## config.mk

```make
export PLATFORM = sky130hd
export DESIGN_NAME = pmc_top
export DESIGN_NICKNAME = d
export VERILOG_FILES = /design/src/rtl/pmc_pkg.sv /design/src/rtl/pmc_sync.sv /design/src/rtl/pmc_wake.sv /design/src/rtl/pmc_fsm.sv /design/src/rtl/pmc_top.sv
export SDC_FILE = /design/constraint.sdc
export NUM_CORES = 1
export LEC_CHECK = 0
export BUFFER_PORTS_ARGS = -buffer_cell sky130_fd_sc_hd__buf_2
export CAP_MARGIN = 5
export CELL_PAD_IN_SITES_DETAIL_PLACEMENT = 1
export CELL_PAD_IN_SITES_GLOBAL_PLACEMENT = 1
export CORE_UTILIZATION = 41
export CTS_BUF_LIST = sky130_fd_sc_hd__clkbuf_2
export DETAILED_ROUTE_END_ITERATION = 7
export GPL_ROUTABILITY_DRIVEN = 0
export MAX_ROUTING_LAYER = met4
export PLACE_DENSITY_LB_ADDON = 0.1
export SYNTH_ARGS = -nofsm -noshare
export SYNTH_HDL_FRONTEND = slang
export SYNTH_SLANG_ARGS = --single-unit
export TNS_END_PERCENT = 5
```

## constraint.sdc

```tcl
create_clock -name clk -period 3.8 [get_ports clk]
set_input_delay 0.57 -clock clk [delete_from_list [all_inputs] [get_ports clk]]
set_output_delay 0.57 -clock clk [all_outputs]
set_load 0.03 [all_outputs]
```

## src/rtl/pmc_pkg.sv

```systemverilog
package pmc_pkg;
    typedef enum logic [1:0] {
        PM_RUN  = 2'd0,
        PM_IDLE = 2'd1,
        PM_DOWN = 2'd2,
        PM_WARM = 2'd3
    } pm_state_t;
endpackage

```

## src/rtl/pmc_sync.sv

```systemverilog
module pmc_sync #(
    parameter int W      = 2,
    parameter int STAGES = 2
) (
    input  logic         clk,
    input  logic         rst_n,
    input  logic [W-1:0] d,
    output logic [W-1:0] q
);
    logic [STAGES-1:0][W-1:0] stg;

    always_ff @(posedge clk or negedge rst_n) begin
        if (!rst_n) begin
            stg <= '1;
        end else begin
            stg[0] <= d;
            for (int i = 1; i < STAGES; i++) begin
                stg[i] <= stg[i-1];
            end
        end
    end

    assign q = stg[STAGES-1];
endmodule

```

## src/rtl/pmc_wake.sv

```systemverilog
module pmc_wake #(
    parameter int N_IRQ = 4,
    parameter int N_EXT = 2
) (
    input  logic [N_IRQ-1:0] irq_pend,
    input  logic [N_IRQ-1:0] irq_en,
    input  logic [N_EXT-1:0] ext_n_s,
    input  logic [N_EXT-1:0] ext_en,
    input  logic [N_EXT-1:0] ext_lvl,
    output logic             idle_wake,
    output logic             down_wake
);
    always_comb begin
        idle_wake = |(irq_pend & irq_en);
        down_wake = |(~ext_n_s & ext_en & ext_lvl);
    end
endmodule

```

## src/rtl/pmc_fsm.sv

```systemverilog
module pmc_fsm
    import pmc_pkg::*;
#(
    parameter int HOLD = 1024
) (
    input  logic      clk,
    input  logic      rst_n,
    input  logic      ctl_wr,
    input  logic [1:0] ctl_din,
    input  logic      idle_wake,
    input  logic      down_wake,
    output pm_state_t state
);
    localparam int CNT_W = $clog2(HOLD + 1);
    localparam logic [CNT_W-1:0] LAST = CNT_W'(HOLD - 1);

    pm_state_t        nxt;
    logic [CNT_W-1:0] cnt, cnt_nxt;

    always_comb begin
        nxt     = state;
        cnt_nxt = '0;
        unique case (state)
            PM_RUN: begin
                if (ctl_wr && ctl_din[1])      nxt = PM_DOWN;
                else if (ctl_wr && ctl_din[0]) nxt = PM_IDLE;
            end
            PM_IDLE: begin
                if (idle_wake) nxt = PM_RUN;
            end
            PM_DOWN: begin
                if (down_wake) nxt = PM_WARM;
            end
            PM_WARM: begin
                if (!down_wake)       nxt = PM_DOWN;
                else if (cnt == LAST) nxt = PM_RUN;
                else                  cnt_nxt = cnt + 1'b1;
            end
            default: nxt = PM_RUN;
        endcase
    end

    always_ff @(posedge clk or negedge rst_n) begin
        if (!rst_n) begin
            state <= PM_RUN;
            cnt   <= '0;
        end else begin
            state <= nxt;
            cnt   <= cnt_nxt;
        end
    end
endmodule

```

## src/rtl/pmc_top.sv

```systemverilog
module pmc_top
    import pmc_pkg::*;
#(
    parameter int N_IRQ       = 4,
    parameter int N_EXT       = 2,
    parameter int HOLD        = 1024,
    parameter int SYNC_STAGES = 2
) (
    input  logic             clk,
    input  logic             rst_n,
    input  logic             ctl_wr,
    input  logic [1:0]       ctl_din,
    input  logic [N_IRQ-1:0] irq_pend,
    input  logic [N_IRQ-1:0] irq_en,
    input  logic [N_EXT-1:0] ext_n,
    input  logic [N_EXT-1:0] ext_en,
    input  logic [N_EXT-1:0] ext_lvl,
    output logic             cpu_clk_en,
    output logic             per_clk_en,
    output logic             osc_en,
    output logic             strb_ovr,
    output logic             strb_val,
    output logic             mode_idle,
    output logic             mode_pdn
);
    logic [N_EXT-1:0] ext_n_s;
    logic             idle_wake, down_wake;
    pm_state_t        state;

    pmc_sync #(.W(N_EXT), .STAGES(SYNC_STAGES)) u_sync (
        .clk(clk), .rst_n(rst_n), .d(ext_n), .q(ext_n_s)
    );

    pmc_wake #(.N_IRQ(N_IRQ), .N_EXT(N_EXT)) u_wake (
        .irq_pend(irq_pend), .irq_en(irq_en), .ext_n_s(ext_n_s),
        .ext_en(ext_en), .ext_lvl(ext_lvl),
        .idle_wake(idle_wake), .down_wake(down_wake)
    );

    pmc_fsm #(.HOLD(HOLD)) u_fsm (
        .clk(clk), .rst_n(rst_n), .ctl_wr(ctl_wr), .ctl_din(ctl_din),
        .idle_wake(idle_wake), .down_wake(down_wake), .state(state)
    );

    always_comb begin
        cpu_clk_en = 1'b0;
        per_clk_en = 1'b0;
        osc_en     = 1'b0;
        strb_ovr   = 1'b1;
        strb_val   = 1'b0;
        mode_idle  = 1'b0;
        mode_pdn   = 1'b0;
        unique case (state)
            PM_RUN: begin
                cpu_clk_en = 1'b1;
                per_clk_en = 1'b1;
                osc_en     = 1'b1;
                strb_ovr   = 1'b0;
            end
            PM_IDLE: begin
                per_clk_en = 1'b1;
                osc_en     = 1'b1;
                strb_val   = 1'b1;
                mode_idle  = 1'b1;
            end
            PM_DOWN: begin
                mode_pdn   = 1'b1;
            end
            PM_WARM: begin
                osc_en     = 1'b1;
                mode_pdn   = 1'b1;
            end
            default: ;
        endcase
    end
endmodule

```

After elaboration in Yosys (flattened, before gate mapping) --
Index checks and enable logic that the tools add are counted. W data, S select, Z words.
Storage, ports and cells: bits in registers 17, latch bits 0, RAM bits 0, bits in read-only memories 0, input bits 19, word-level logic and storage cells 42, memories kept 0
Operators by class: add/subtract/negate cells 1, multipliers 0, divide/modulo/power cells 0, $lt $le $gt $ge 0, equality and inequality tests 8, shift operators 0, mux-type cells 16, bitwise gates (word level) 4, reductions and logical operators 9
Operator list (count):
- $mux W11 | 3
- $mux W2 | 6
- $add A11 B1 Y11 const B | 1
- $eq A11 B10 Y1 const B | 1
- $pmux W2 S4 | 1
- $mux W1 | 6
- $reduce_or A2 Y1 | 3
- $and A2 B2 Y2 | 2
- $and A4 B4 Y4 | 1
- $eq A2 B2 Y1 const B | 2
- $reduce_and A4 Y1 | 1
- $reduce_or A4 Y1 | 1
- $ne A3 B1 Y1 const B | 1
- $ne A3 B3 Y1 const B | 1
- $reduce_or A3 Y1 | 1
- $eq A2 B1 Y1 const B | 1
- $logic_and A1 B1 Y1 | 2
- $logic_not A2 Y1 | 1
- $ne A2 B1 Y1 const B | 1
- $ne A2 B2 Y1 const B | 1
- $not A2 Y2 | 1

Depth between registers and ports, before layout --
Gate-level depths: netlist of run 1.
word-level depth 6, mapped depth 6, gate-level depth less buffers 5

Cells and area by module --
From an unflattened synthesis of run 1, not the netlist that was laid out.
Unflattened totals: cell total of the unflattened synthesis 78, area, all modules 844.6 um2
By module, submodules not included:
- pmc_fsm | instances 1, cells an instance 59, area each 654.4 um2, sequential area each 325.3 um2
- pmc_sync | instances 1, cells an instance 6, area each 120.1 um2, sequential area each 105.1 um2
- pmc_top | instances 1, cells an instance 7, area each 37.5 um2, sequential area each 0.0 um2
- pmc_wake | instances 1, cells an instance 6, area each 32.5 um2, sequential area each 0.0 um2

Worst setup path after synthesis of run 1 --
OpenSTA, ideal clock, no wires.
kind reg-to-output, from register u_fsm.state[1], to output strb_ovr, data arrival time 1.225 ns, data required time 3.230 ns, setup slack 2.005 ns, stages on the path, launching flop included 3, buffers on the path 0, cells stage by stage dfrtp_1 > nor2_1 > inv_1
Between the ends: word-level cells in the longest chain between the ends 2
Ends and longest elaborated chain:
- from (decl) | line pmc_fsm.sv:12 | output pm_state_t state
- from (signal assigned) | line pmc_fsm.sv:48 | state <= nxt;
- $logic_not A2 Y1 | line pmc_top.sv:53 | unique case (state)
- $mux W1 | line pmc_top.sv:53
- to (decl) | line pmc_top.sv:21 | output logic strb_ovr,
Every way passes these cells.

Worst setup path in the final report of run 1 --
from register u_fsm.cnt[0], to register u_fsm.state[1]
Between the ends: word-level cells in the longest chain between the ends 3
Ends and longest elaborated chain:
- from (decl) | line pmc_fsm.sv:18 | logic [CNT_W-1:0] cnt, cnt_nxt;
- from (signal assigned) | line pmc_fsm.sv:49 | cnt <= cnt_nxt;
- $eq A11 B10 Y1 | line pmc_fsm.sv:36 | else if (cnt == LAST) nxt = PM_RUN;
- $ne A3 B3 Y1 (no line)
- $reduce_and A4 Y1 (no line)
Every way passes these cells. A chain may end at the register's enable or synchronous reset.

==> flow_metrics.tcl, run 1 <==
set metrics [dict create \
    status "finished, final reports clean" \
    grt_pass1_wl_mm 2.82 \
    critical-path-max-stage-delay_ns 0.41 \
    synthesis.area_um2 796 \
    synth_area_leaders "dfrtp_1 41%, dfstp_2 13%, nor2_1 6.1%" \
    tns_ns 0 \
    synthArstFlopShare_pct 100 \
    vias 651 \
    synth-simple-area-share_pct 20.3 \
    cts_tree "built" \
    synth_warnings 0 \
    core_um2 1760 \
    areaGrowthSynthToFinish_pct 18.7 \
    fin_hold_ws_ns 0.167 \
    drive_gt1_share_pct 34.0 \
    root_buffer "clkbuf_2" \
    n_antenna_cell 0 \
    r2r_end "u_fsm.state[1]$_DFFE_PN0P_" \
    grt_start_max_net_pins 18 \
    yosysSeqAreaShare_pct 54.1 \
    r2r_slack_ns 1.96 \
    ys_ff_latch 17 \
    cp.required_ns 3.97 \
    wire_per_inst_um 13.6 \
    p_total_uw 451 \
    yosysUniqueCellTypes 30 \
    synth_largest_area_cell "dfrtp_1" \
    synth-compound-area-share_pct 8.65 \
    crit_path_top_delay_cell "dfrtp_1" \
    use_met3_pct 3.92 \
    synth_common_cells "13 x dfrtp_1, 13 x nor2_1, 6 x nand2_1, 5 x xor2_1, 4 x dfstp_2" \
    synth_top_area_share_pct 40.9 \
    setup_viol 0 \
    die_width_um 46.1 \
    max_slew_margin_pct 75.3 \
    seq_area_um2 430 \
    nets 124 \
    layout_min_cycle_time_ns 1.84 \
    dr.first_iter.drc_count 6 \
    ios 26 \
    htree_num_levels 1 \
    antenna_found_initial 0 \
    synth_top_family_by_area "simple AND/OR/NAND/NOR gates" \
    grt.busiest_layer "met2" \
    finalMaxSlewViolations 0 \
    hp-class "input pin to asynchronous set/reset pin" \
    hpwl_mm 1.40 \
    finClkSkew_ns 0.00966 \
    path_max_fanout 10 \
    antenna_left 0 \
    post_cts_buffers 0 \
    post-route-drc-count 0 \
    fmax_ghz 0.544 \
    drv_cap 0 \
    synth_edf_count 0 \
    rows 15 \
    synth_xor_area_share_pct 8.81 \
    initial_core_util_pct 45.1 \
    grt_use_met2_pct 35.2 \
    multi_input_area_um2 323 \
    muxShareOfSynthArea_pct 1.26 \
    start_kind "flip-flop" \
    syn_avg_cell_area_um2 10.3 \
    crit_chain "ha_1, nand3_1, nor4_1, or2_1, o21ai_0" \
    clk_pin_slew_worst_paths_ns 0.16 \
    syn_inst 77 \
    dr.pass1.iters 4 \
    synth_fp_nets 97 \
    io_buffers 25 \
    cts-hold-fix-buffers 0 \
    r2r_cells 5 \
    final-hold-violation-count 0 \
    yosys_most_used_dff "dfrtp_1" \
    grt_setup_unrepaired "false" \
    critPathCaptureType "flip-flop" \
    vias_per_cell 5.09 \
    path_class "flip-flop to flip-flop" \
    clock_sinks 17 \
    first_global_vias 658 \
    clockBufferDepth 2 \
    grt_util_met1_pct 22.7 \
    ctsResizeCount 0 \
    yosys.area_share.adder_pct 1.57 \
    gr-total-overflow 0 \
    clock_latency_ns 0.28 \
    period_share_pct 48.4 \
    wirelength_mm 1.74 \
    rr_startpoint "u_fsm.cnt[0]$_DFF_PN0_" \
    cp.arrival_ns 2.01 \
    fill_cells 239 \
    cts_buffers 3 \
    p_leak_uw 0.000438 \
    grt_usage_pct 20.1 \
    fp.dieH_um 46.1 \
    tightestPinTransition_ns 0.370 \
    powerDensity_nw_per_um2 478 \
    die_area_um2 2120 \
    peakVddDrop_v 0.000277 \
]
[placed cells by master, fill, tap and decap left out, drive strengths merged, types with 2 or more instances in the layout]
cell type,instances
buf,25
nor2,13
dfrtp,13
nand2,6
xor2,5
clkbuf,4
dfstp,4
inv,4
nand3,3
nand4,3
xnor2,3
o21ai,3
nand3b,2
[layout make-up]
| class | count | area share, % |
|---|---|---|
| sequential | 17 | 45.6 |
| inverter | 4 | 1.59 |
| timing repair buffer | 25 | 13.2 |
| clock buffer | 4 | 2.12 |
| multi-input combinational | 53 | 34.2 |
| tap | 25 | 3.31 |
[worst max path at each step]
| stage | startpoint | to | slack [ns] |
|---|---|---|---|
| global route | u_fsm.cnt[0]$_DFF_PN0_ | u_fsm.state[1]$_DFFE_PN0P_ | 1.78 |
| CTS | u_fsm.cnt[0]$_DFF_PN0_ | u_fsm.state[1]$_DFFE_PN0P_ | 1.93 |
| detailed placement | u_fsm.cnt[0]$_DFF_PN0_ | u_fsm.state[1]$_DFFE_PN0P_ | 2.00 |
| global placement | ext_en[0] | u_fsm.cnt[2]$_DFF_PN0_ | 2.07 |
| floorplan | u_fsm.state[1]$_DFFE_PN0P_ | strb_ovr | 2.00 |
| finish | u_fsm.cnt[0]$_DFF_PN0_ | u_fsm.state[1]$_DFFE_PN0P_ | 1.96 |
[sequential cells by signal, summed over array words and instances, names as in the netlist]
name / flops
u_fsm.cnt: 11
u_fsm.state: 2
u_sync.q: 2
u_sync.stg: 2
[worst max-delay path, delay by kind of cell (launching register included)]
| family | cells | cell delay (ns) |
|---|---|---|
| fa+ha+maj | 1 | 0.20 |
| simple gates | 3 | 0.96 |
| flops | 1 | 0.41 |
| compound gates | 1 | 0.14 |
[report_power, final]
part / total (µW) / switching, µW / internal (µW)
logic: 160 / 111 / 49.2
clock network: 80.4 / 52.5 / 27.9
registers: 211 / 15.6 / 195
total: 451 / 179 / 273
[stage by stage]
step / std cells / cell area [µm²] / setup WS, ns / utilization (%)
finish: 128 / 945 / 1.96 / 53.5
global placement: 124 / 925 / 2.07 / 52.4
detailed placement: 124 / 925 / 2.00 / 52.4
global route: 128 / 945 / 1.78 / 53.5
floorplan: 77 / 796 / 2.00 / -
CTS: 128 / 945 / 1.93 / 53.5
[logic make-up (layout without fill, tap and decap cells)]
kind of cell,Yosys count,count (layout)
muxes,1,1
and+or+nand+nor,33,33
DFF,17,17
AOI/OAI and AO/OA,10,10
buffers and inverters,7,33
adders and majority gates,1,1
xor gates and xnor gates,8,8
[routing by layer]
| layer | vias to the layer above | share of wire [%] | routed length, µm |
|---|---|---|---|
| met4 | 0 | 0.58 | 10 |
| met1 | 318 | 44 | 769 |
| met2 | 18 | 51 | 886 |
| li1 | 313 | - | - |
| met5 | - | 0 | 0 |
| met3 | 2 | 4.1 | 71 |
Power figures use the tool's default switching activity.
==> run 2, diff against run 1 <==
Settings changed: CORE_UTILIZATION 41 to 38.
Clock period 3.8 ns to 1.9 ns, I/O delays scaled along.
==> flow_metrics.tcl, run 2 (synthesis gave the netlist of run 1 again) <==
set metrics [dict create \
    clk_pin_slew_worst_paths_ns 0.15 \
    max_slew_margin_pct 75.4 \
    cp.required_ns 2.06 \
    regMostFlops "u_fsm.cnt" \
    tightestPinTransition_ns 0.369 \
    antenna_left 0 \
    hpwl_mm 1.32 \
    switching_share_pct 39.6 \
    core_um2 1960 \
    path_max_fanout 10 \
    dr.first_iter.drc_count 3 \
    grt_pass1_wl_mm 2.40 \
    first_global_vias 570 \
    areaGrowthSynthToFinish_pct 21.2 \
    cts_buffers 3 \
    post_cts_buffers 0 \
    layout.cells.non_filler 132 \
    internal_power_uw 538 \
    layout_commonest_cell "buf_2" \
    dr.pass1.iters 4 \
    n_antenna_cell 0 \
    vias 645 \
    fmax_ghz 0.593 \
    grt_start_max_net_pins 18 \
    seq_power_share_pct 47.1 \
    peakVddDrop_v 0.000446 \
    wire_per_inst_um 12.0 \
    cp.arrival_ns 1.85 \
    layout_min_cycle_time_ns 1.69 \
    fin_hold_ws_ns 0.0673 \
    clockBufferDepth 2 \
    clkPwrFrac_pct 17.1 \
    layout_common_cells "25 x buf_2, 13 x nor2_1, 13 x dfrtp_1, 6 x nand2_1, 5 x xor2_1" \
    die_area_um2 2280 \
    drive_gt1_share_pct 34.3 \
    hp-class "input pin to flip-flop" \
    root_buffer "clkbuf_2" \
    finalMaxSlewViolations 0 \
    grt_setup_unrepaired "false" \
    pwr-share-comb_pct 35.7 \
    finClkSkew_ns 0.0105 \
    clock_latency_ns 0.29 \
    largest_register_ffs 11 \
    status "finished, final reports clean" \
    setup_viol 0 \
    die_width_um 47.8 \
    powerDensity_nw_per_um2 923 \
    p_switching_uw 353 \
    antenna_found_initial 0 \
    cts-hold-fix-buffers 1 \
    grt_usage_pct 16.4 \
    htree_num_levels 1 \
    post-route-drc-count 0 \
    place_inst 127 \
    post-route-util_pct 49.2 \
    path_class "flip-flop to flip-flop" \
    initial_core_util_pct 40.6 \
    drv_cap 0 \
    cts_tree "built" \
    ctsResizeCount 0 \
    final-hold-violation-count 0 \
    ios 26 \
    nets 126 \
    wirelength_mm 1.59 \
    start_kind "flip-flop" \
    gr-total-overflow 0 \
    p_total_uw 891 \
    period_share_pct 88.7 \
    critPathCaptureType "flip-flop" \
    p_leak_uw 0.000447 \
    rows 16 \
    io_buffers 25 \
    clock_sinks 17 \
    fp.dieH_um 47.8 \
    vias_per_cell 4.89 \
    tns_ns 0 \
]
run 2: cell types whose count changed in the layout (fill, tap and decap cells not counted):
| cell | before | now |
|---|---|---|
| buf_4 | 0 | 1 |
| clkbuf_2 | 4 | 3 |
| clkinv_2 | 0 | 1 |
| dlygate4sd3_1 | 0 | 1 |
run 2: critical path, cell delays in order (launching register included):
cell	delay [ns]
dfrtp_1	0.42
ha_1	0.20
nand3_1	0.11
nor4_1	0.32
or2_1	0.36
o21ai_0	0.14
run 2: routing by layer:
layer | GRT usage [%] | part of all wire, % | up-vias
met4 | 6.67 | 1.4 | 0
met1 | 19.8 | 45 | 303
li1 | - | - | 318
met5 | - | 0 | -
met2 | 24.9 | 47 | 19
met3 | 5.66 | 6.4 | 5
run 2: layout make-up:
cell class	count	area (µm²)
Multi-Input combinational cell	53	323
Clock inverter	1	5.00
Inverter	4	15.0
Timing Repair Buffer	27	143
Clock buffer	3	15.0
Fill cell	249	997
Tap cell	27	33.8
Sequential cell	17	430
run 2: metrics by stage:
step                      instance area [µm²]  worst slack [ns]
after floorplan                           796             0.390
after global placement                    935             0.347
after detailed placement                  935             0.239
after CTS                                 965             0.184
after global routing                      965            0.0203
final                                     965             0.215
run 2: final timing paths:
check | cells past startpoint | start | endpoint | slack, ns
hold reg to reg | 0 | u_sync.stg[0]$_DFF_PN1_ | u_sync.q[0]$_DFF_PN1_ | 0.37
setup / recovery | 5 | u_fsm.cnt[0]$_DFF_PN0_ | u_fsm.state[1]$_DFFE_PN0P_ | 0.21
min in group asynchronous | 2 | rst_n | u_fsm.cnt[4]$_DFF_PN0_ | 0.41
max in group asynchronous | 2 | rst_n | u_sync.q[1]$_DFF_PN1_ | 1.18
hold / removal | 1 | ext_n[1] | u_sync.stg[1]$_DFF_PN1_ | 0.07
setup reg to reg | 5 | u_fsm.cnt[0]$_DFF_PN0_ | u_fsm.state[1]$_DFFE_PN0P_ | 0.21
run 2: power groups by stage:
stage                     Sequential, µW  Combinational [µW]  Clock [µW]
after CTS                            422                 325         165
after global routing                 427                 346         178
after detailed placement             428                 323           0
after floorplan                      419                 244           0
final                                420                 318         152
after global placement               426                 319           0
